$ cat src/rtl/chop_pkg.sv
// Shared helpers for the chopper controller.
// Assumes every count handed to cnt_bits is zero or positive.
package chop_pkg;

    // Bit positions of the two halves in the per-side vectors.
    localparam int SIDE_N = 0;
    localparam int SIDE_P = 1;

    // Width of a counter that must hold values 0..max_val.
    function automatic int cnt_bits(input int max_val);
        return (max_val < 2) ? 1 : $clog2(max_val + 1);
    endfunction

endpackage

$ cat src/rtl/chop_period_timer.sv
// Free-running PWM period divider shared by every winding.
// Produces a one-cycle strobe each PERIOD_CYC cycles. The first strobe
// comes PERIOD_CYC cycles after reset release.
// Assumes PERIOD_CYC >= 2.
module chop_period_timer #(
    parameter int PERIOD_CYC = 2720
) (
    input  logic clk,
    input  logic rst_n,
    output logic period_stb
);
    localparam int CW = chop_pkg::cnt_bits(PERIOD_CYC - 1);
    localparam logic [CW-1:0] LAST = CW'(PERIOD_CYC - 1);

    logic [CW-1:0] cnt_q;

    // Count through one period and wrap to zero.
    always_ff @(posedge clk) begin
        if (!rst_n)             cnt_q <= '0;
        else if (cnt_q == LAST) cnt_q <= '0;
        else                    cnt_q <= cnt_q + 1'b1;
    end

    // Register the wrap as the period-start strobe.
    always_ff @(posedge clk) begin
        if (!rst_n) period_stb <= 1'b0;
        else        period_stb <= (cnt_q == LAST);
    end

    // Independent spacing monitor for the strobe.
    localparam int GW = chop_pkg::cnt_bits(PERIOD_CYC);
    logic [GW-1:0] gap_q;
    logic          seen_q;

    // Count cycles since reset or since the last strobe.
    always_ff @(posedge clk) begin
        if (!rst_n) begin
            gap_q  <= '0;
            seen_q <= 1'b0;
        end else if (period_stb) begin
            gap_q  <= '0;
            seen_q <= 1'b1;
        end else if (gap_q != GW'(PERIOD_CYC)) begin
            gap_q  <= gap_q + 1'b1;
        end
    end

    assert_stb_spacing_R1: assert property (@(posedge clk) disable iff (!rst_n)
        period_stb |-> (gap_q == (seen_q ? GW'(PERIOD_CYC - 1) : GW'(PERIOD_CYC))));

    assert_stb_single_R1: assert property (@(posedge clk) disable iff (!rst_n)
        period_stb |=> !period_stb);

endmodule

$ cat src/rtl/chop_latch_cell.sv
// Set-reset gate latch for one half-winding, with blanking after turn-on.
// A set request latches the gate on and starts the blanking count. A trip
// after blanking clears the latch. Loss of allow clears it at once.
// Assumes set_req is only raised while allow is high.
module chop_latch_cell #(
    parameter int BLANK_CYC = 125
) (
    input  logic clk,
    input  logic rst_n,
    input  logic set_req,
    input  logic allow,
    input  logic trip,
    output logic gate
);
    localparam int BW = chop_pkg::cnt_bits(BLANK_CYC);
    localparam logic [BW-1:0] BLANK_LD = BW'(BLANK_CYC);

    logic          on_q;
    logic [BW-1:0] blank_q;

    // Latch state: cut, set, count down blanking, or trip off.
    always_ff @(posedge clk) begin
        if (!rst_n) begin
            on_q    <= 1'b0;
            blank_q <= '0;
        end else if (!allow) begin
            on_q    <= 1'b0;
            blank_q <= '0;
        end else if (set_req) begin
            on_q    <= 1'b1;
            blank_q <= BLANK_LD;
        end else if (on_q && (blank_q != '0)) begin
            blank_q <= blank_q - 1'b1;
        end else if (on_q && trip) begin
            on_q    <= 1'b0;
        end
    end

    // Gate follows the latch, cut immediately when not allowed.
    always_comb gate = on_q & allow;

    assert_blank_masks_R3: assert property (@(posedge clk) disable iff (!rst_n)
        (on_q && (blank_q != '0) && allow) |=> on_q);

    assert_trip_cuts_R4: assert property (@(posedge clk) disable iff (!rst_n)
        (on_q && (blank_q == '0) && trip && !set_req) |=> !on_q);

    assert_stays_off_R4: assert property (@(posedge clk) disable iff (!rst_n)
        (!on_q && !set_req) |=> !on_q);

endmodule

$ cat src/rtl/chop_deadtime_guard.sv
// Selects which half may conduct and enforces the dead interval.
// A change of phase_cmd blocks both halves for DEAD_CYC cycles. Enable
// acts combinationally, so a low enable cuts both halves in the same cycle.
// Assumes phase_cmd is synchronous to clk.
module chop_deadtime_guard #(
    parameter int DEAD_CYC = 469
) (
    input  logic       clk,
    input  logic       rst_n,
    input  logic       enable,
    input  logic       phase_cmd,
    output logic [1:0] allow
);
    localparam int DW = chop_pkg::cnt_bits(DEAD_CYC);
    localparam logic [DW-1:0] DEAD_LD = DW'(DEAD_CYC);

    logic          cmd_q;
    logic [DW-1:0] dead_q;

    // Track the accepted selection and run the dead interval after a change.
    always_ff @(posedge clk) begin
        if (!rst_n) begin
            cmd_q  <= 1'b1;
            dead_q <= '0;
        end else if (phase_cmd != cmd_q) begin
            cmd_q  <= phase_cmd;
            dead_q <= DEAD_LD;
        end else if (dead_q != '0) begin
            dead_q <= dead_q - 1'b1;
        end
    end

    // Permission per half.
    always_comb begin
        allow[chop_pkg::SIDE_P] = enable &  cmd_q & (dead_q == '0);
        allow[chop_pkg::SIDE_N] = enable & ~cmd_q & (dead_q == '0);
    end

    if (DEAD_CYC > 0) begin : g_dead_chk
        assert_switch_blocks_R6: assert property (@(posedge clk) disable iff (!rst_n)
            (phase_cmd != cmd_q) |=> (allow == 2'b00));
    end

endmodule

$ cat src/rtl/chop_pair_ctrl.sv
// Constant-current chopper controller for a phase and its complement.
// One shared period timer strobes both latch cells. The dead-time guard
// decides which cell may be set. Comparator inputs are assumed synchronous.
module chop_pair_ctrl #(
    parameter int PERIOD_CYC = 2720,
    parameter int BLANK_CYC  = 125,
    parameter int DEAD_CYC   = 469
) (
    input  logic clk,
    input  logic rst_n,
    input  logic enable,
    input  logic phase_cmd,
    input  logic trip_p,
    input  logic trip_n,
    output logic gate_p,
    output logic gate_n,
    output logic period_stb
);
    logic [1:0] allow;
    logic [1:0] trips;
    logic [1:0] gates;

    assign trips[chop_pkg::SIDE_P] = trip_p;
    assign trips[chop_pkg::SIDE_N] = trip_n;

    chop_period_timer #(.PERIOD_CYC(PERIOD_CYC)) u_timer (
        .clk        (clk),
        .rst_n      (rst_n),
        .period_stb (period_stb)
    );

    chop_deadtime_guard #(.DEAD_CYC(DEAD_CYC)) u_guard (
        .clk       (clk),
        .rst_n     (rst_n),
        .enable    (enable),
        .phase_cmd (phase_cmd),
        .allow     (allow)
    );

    for (genvar s = 0; s < 2; s++) begin : g_side
        chop_latch_cell #(.BLANK_CYC(BLANK_CYC)) u_cell (
            .clk     (clk),
            .rst_n   (rst_n),
            .set_req (period_stb & allow[s]),
            .allow   (allow[s]),
            .trip    (trips[s]),
            .gate    (gates[s])
        );
    end

    assign gate_p = gates[chop_pkg::SIDE_P];
    assign gate_n = gates[chop_pkg::SIDE_N];

    // Monitor of the off gap between the two gates.
    localparam int IW = chop_pkg::cnt_bits(DEAD_CYC);
    logic [IW-1:0] idle_q;
    logic [1:0]    last_q;

    // Count consecutive cycles with both gates low, saturating at DEAD_CYC.
    always_ff @(posedge clk) begin
        if (!rst_n)                           idle_q <= '0;
        else if (gate_p || gate_n)            idle_q <= '0;
        else if (idle_q != IW'(DEAD_CYC))     idle_q <= idle_q + 1'b1;
    end

    // Remember which gate conducted most recently.
    always_ff @(posedge clk) begin
        if (!rst_n)      last_q <= 2'b00;
        else if (gate_p) last_q <= 2'b10;
        else if (gate_n) last_q <= 2'b01;
    end

    assert_no_overlap_R5: assert property (@(posedge clk) disable iff (!rst_n)
        !(gate_p && gate_n));

    assert_gap_p_to_n_R6: assert property (@(posedge clk) disable iff (!rst_n)
        ($rose(gate_n) && last_q[1]) |-> (idle_q >= IW'(DEAD_CYC)));

    assert_gap_n_to_p_R6: assert property (@(posedge clk) disable iff (!rst_n)
        ($rose(gate_p) && last_q[0]) |-> (idle_q >= IW'(DEAD_CYC)));

    assert_enable_cuts_R7: assert property (@(posedge clk) disable iff (!rst_n)
        !enable |=> (!gate_p && !gate_n));

endmodule

$ cat config.mk
export PLATFORM = sky130hd
export DESIGN_NAME = chop_pair_ctrl
export DESIGN_NICKNAME = d
export VERILOG_FILES = /design/src/rtl/chop_pkg.sv /design/src/rtl/chop_period_timer.sv /design/src/rtl/chop_latch_cell.sv /design/src/rtl/chop_deadtime_guard.sv /design/src/rtl/chop_pair_ctrl.sv
export SDC_FILE = /design/constraint.sdc
export NUM_CORES = 1
export LEC_CHECK = 0
export BUFFER_PORTS_ARGS = -buffer_cell sky130_fd_sc_hd__buf_4
export CAP_MARGIN = 20
export CORE_ASPECT_RATIO = 1.75
export CORE_MARGIN = 8
export CORE_UTILIZATION = 25
export CTS_BUF_LIST = sky130_fd_sc_hd__clkbuf_8
export DETAILED_ROUTE_END_ITERATION = 10
export GPL_ROUTABILITY_DRIVEN = 0
export PLACE_DENSITY = 0.42
export SLEW_MARGIN = 40
export SYNTH_ARGS = -nofsm -noshare
export SYNTH_HDL_FRONTEND = slang
export SYNTH_SLANG_ARGS = --single-unit
$ cat constraint.sdc
create_clock -name clk -period 2.4 [get_ports clk]
set_clock_uncertainty 0.2 [all_clocks]
set_input_delay 0.36 -clock clk [delete_from_list [all_inputs] [get_ports clk]]
set_output_delay 0.36 -clock clk [all_outputs]
set_load 0.02 [all_outputs]
# Word level (Yosys, flattened, before mapping)
# Cells that the tools add are included.
# totals
register_bits	39
in_bits	6
wordCells	64
# classes
add_sub_neg	4
eq_ne	4
mux	12
n_bitwise	12
reduce_logical	21
# op_table
op	n
2-to-1 mux 7 bit	4
2-to-1 mux 9 bit	2
nonzero test 7 bit	2
subtractor 7 x 1 -> 7 bit, second input constant	2
adder 12 x 1 -> 12 bit, second input constant	1
equality test 12 bit, second input constant	1
nonzero test 2 bit	5
logical NOT 9 bit	1
nonzero test 9 bit	1
subtractor 9 x 1 -> 9 bit, second input constant	1
bitwise AND 1 bit	8
AND reduction 2 bit	4
2-to-1 mux 1 bit	6
OR reduction 3 bit	2
logical AND 1 bit	4
inequality test 2 x 1 -> 1 bit, second input constant	2
NOT 1 bit	4
OR reduction 2 bit	2
inequality test 1 bit	1

# Logic depth before layout (Yosys ltp)
# depth
depth_word	6
ltp_mapped	7
mapped_depth_nobuf	6

# By module
# Synthesis repeated with hierarchy kept, for this count alone.
# unflattened
cells_unflattened	224
area_unflattened_um2	1998.2
# modules_own_cells
module	n_inst	cells_per_inst	area_per_inst_um2
chop_latch_cell	2	54	464.2
chop_period_timer	1	59	566.8
chop_deadtime_guard	1	55	490.5
chop_pair_ctrl	1	2	12.5

# Worst setup path after synthesis
# No wires, ideal clock.
# synth_timing
kind	reg2out
start	register u_guard.dead_q[0]
end	output port gate_n
arrival_ps	1409
slack_ps	431
stages_incl_launch_ff	7
n_path_buf	1
cell_sequence	dfxtp_1 -> inv_1 -> ha_1 -> nor3b_2 -> and3_1 -> buf_2 -> and4b_1
# synth_via
elab_chain_len	3
# synth_rtl
item	line_no	source
start, declared	chop_deadtime_guard.sv:18	logic [DW-1:0] dead_q;
start signal, assigned	chop_deadtime_guard.sv:29	dead_q <= dead_q - 1'b1;
logical NOT 9 bit	chop_deadtime_guard.sv:36	allow[chop_pkg::SIDE_N] = enable & ~cmd_q & (dead_q == '0);
bitwise AND 1 bit	chop_deadtime_guard.sv:36	
bitwise AND 1 bit	chop_latch_cell.sv:40	always_comb gate = on_q & allow;
end, declared	chop_pair_ctrl.sv:16	output logic gate_n,
# No other way between the ends.

# Worst setup path after layout
# layout_timing
start	register u_guard.dead_q[0]
end	output port gate_p
# layout_via
elab_chain_len	3
# layout_rtl
item	line_no	source
logical NOT 9 bit	chop_deadtime_guard.sv:35	allow[chop_pkg::SIDE_P] = enable & cmd_q & (dead_q == '0);
bitwise AND 1 bit	chop_deadtime_guard.sv:35	
bitwise AND 1 bit	chop_latch_cell.sv:40	
end, declared	chop_pair_ctrl.sv:15	output logic gate_p,
# No other way between the ends.

==> results.sh <==
export IMPL_ys_ff_latch=39
export IMPL_regArea_um2=781
export IMPL_fin_nets=238
export IMPL_multi_input_area_um2=1020
export IMPL_dr_pass1_iters=4
export IMPL_layout_min_cycle_time_ps=2280
export IMPL_tightest_slew_ps=566
export IMPL_grt_pass1_vias=1509
export IMPL_p_per_area_nw_per_um2=611
export IMPL_mostFrequentLayoutCell="dfxtp_1"
export IMPL_dp_hpwl_um=3000
export IMPL_r2r_setup_slack_ps=400
export IMPL_h_tree_depth=2
export IMPL_drc=0
export IMPL_synthFlopType="dfxtp_1"
export IMPL_start_util=0.255
export IMPL_clockRootBuffer="clkbuf_8"
export IMPL_finalSetupViolations=0
export IMPL_async_flop_share=0
export IMPL_internal_power_uw=995
export IMPL_power_frac_comb=0.102
export IMPL_clk_pin_slew_ps=70
export IMPL_syn_num_nets=217
export IMPL_core_um2=7130
export IMPL_syn_to_final_growth_pct=19.1
export IMPL_hp_class="in2reg"
export IMPL_max_freq_mhz=439
export IMPL_status="finished clean"
export IMPL_dieArea_um2=10400
export IMPL_numCtsBuffers=5
export IMPL_clkPwrFrac=0.373
export IMPL_die_h_um=129
export IMPL_grt_pass1_wl_um=6910
export IMPL_syn_inst=205
export IMPL_cts_tree="done"
export IMPL_ys_seq_area_frac=0.429
export IMPL_synth_warnings=0
export IMPL_drt_iter0_drc=47
export IMPL_syn_area_um2=1820
export IMPL_cts_sink_count=39
export IMPL_n_antenna_cell=0
export IMPL_syn_avg_cell_area_um2=8.87
export IMPL_critPathRequiredTime_ps=1840
export IMPL_num_vias=1519
export IMPL_min_period_over_period=0.949
export IMPL_postRouteWirelength_um=4040
export IMPL_finalMaxSlewViolations=0
export IMPL_rows=41
export IMPL_io_buffers=8
export IMPL_grt_antenna_before_repair=0
export IMPL_p_switching_uw=327
export IMPL_clock_path_buffers=2
export IMPL_grt_util_all_layers=0.0854
export IMPL_synth_edf_count=0
export IMPL_layout_drive_gt1_share=0.154
export IMPL_cp_start_kind="flip-flop"
export IMPL_sw_frac_of_total=0.247
export IMPL_worstPathArrival_ps=1720
export IMPL_tns_ps=0
export IMPL_routed_via_density=4.85
export IMPL_pin_count=9
export IMPL_endpoint_kind="output port"
export IMPL_fillerInstances=777
export IMPL_power_leakage_uw=0.000758
export IMPL_slew_headroom=0.618
export IMPL_total_power_uw=1320
export IMPL_routedWlPerCell_um=12.9
export IMPL_crit_type="reg2out"
export IMPL_path_max_fanout=5
export IMPL_irDropWorstVdd_mv=0.257
export IMPL_grt_max_degree=12
export IMPL_hold_violations=0
export IMPL_ant_nets=0
export IMPL_insertion_delay_ps=300
export IMPL_gr_total_overflow=0
export IMPL_ys_types=45
export IMPL_cap_violations=0
export IMPL_die_w_um=80.5
export IMPL_final_cell_mix="dfxtp_1, nor2_1, a21oi_1"
export IMPL_seq_power_share=0.525
## final cells by class
| class | instances | share of cell area |
|---|---|---|
| Clock buffer | 7 | 0.0445 |
| Clock inverter | 1 | 0.00173 |
| Inverter | 8 | 0.0139 |
| Multi-Input combinational cell | 155 | 0.471 |
| Sequential cell | 39 | 0.361 |
| Tap cell | 86 | 0.0497 |
| Timing Repair Buffer | 17 | 0.0590 |
## metal layers
metal	routed length, um	track usage
met5	0	0
met4	127	0.0550
met3	160	0.0265
met2	2160	0.152
met1	1590	0.0805
## registers in the layout (all words and copies together) (netlist names)
register	flops
g_side.u_cell.blank_q	14
g_side.u_cell.on_q	2
u_guard.cmd_q	1
u_guard.dead_q	9
u_timer.cnt_q	12
u_timer.period_stb	1
## power groups by stage
stage	combinational [uW]	clock (uW)	sequential, uW
after global placement	116	0	708
after global routing	155	534	700
after floorplan	84.5	0	703
after detailed placement	115	0	708
final	135	493	695
after CTS	121	514	695
## timing repair
| action | CTS | global route |
|---|---|---|
| resized for setup | 3 | 2 |
| pin swaps | 0 | 1 |
| buffers inserted | 0 | 4 |
| gates cloned | 0 | 0 |
| endpoints found under the setup margin | 2 | 2 |
| hold buffers | 0 | 0 |
## cell families (layout without fill, tap and decap cells)
kind of cell               Yosys count  after routing  share of synthesized area
xor gates and xnor gates            16             16                     0.0771
muxes                                2              2                     0.0110
adders and majority gates            6              6                     0.0413
DFF                                 39             39                      0.429
AOI/OAI and AO/OA                   43             43                      0.147
and+or+nand+nor                     88             88                      0.271
buffers and inverters               11             33                     0.0234
## metrics by stage
step           instance area [um^2]   util  worst slack [ps]  hold slack [ps]  instances
2_1_floorplan                  1820      -               431              218        205
3_3_place_gp                   2010  0.282               286              237        301
3_5_place_dp                   2010  0.282               230              244        301
4_1_cts                        2120  0.298              11.0             59.1        309
5_1_grt                        2160  0.304             -2.92             65.8        313
6_report                       2160  0.304               122             68.4        313
## worst paths after layout
check        cells past startpoint                         from                           to
min                              2                    phase_cmd                u_guard.cmd_q
min reg2reg                      1             u_timer.cnt_q[0]             u_timer.cnt_q[0]
max                              6            u_guard.dead_q[0]                       gate_p
max reg2reg                      4  g_side[1].u_cell.blank_q[2]  g_side[1].u_cell.blank_q[5]
## synth_stat cells, drive strengths merged (2+ instances only)
library cell	n	area share
xnor2	10	0.048
a21boi	2	0.010
nor2	24	0.050
o21ai	2	0.0055
clkbuf	2	0.0041
nor4	4	0.017
nand4	6	0.021
a211oi	5	0.021
or4	2	0.0083
nand3	6	0.017
nand2	17	0.035
nor2b	3	0.010
and3	3	0.010
dfxtp	39	0.43
xor2	6	0.029
mux2i	2	0.011
inv	8	0.017
nand4b	2	0.0096
a21oi	22	0.061
nor3b	2	0.011
or3b	3	0.014
ha	6	0.041
nor3	5	0.017
a31oi	5	0.017
and4	2	0.010
nand2b	2	0.0069
a2111oi	2	0.0096
o31ai	2	0.0083
## critical path, stage by stage, from the launching register on
cell	delay, ps
dfxtp_1	330
inv_1	130
ha_4	160
nor3b_4	210
and3_4	240
and4_2	220
buf_4	130
Note: power is estimated with default switching activity, not from simulation.
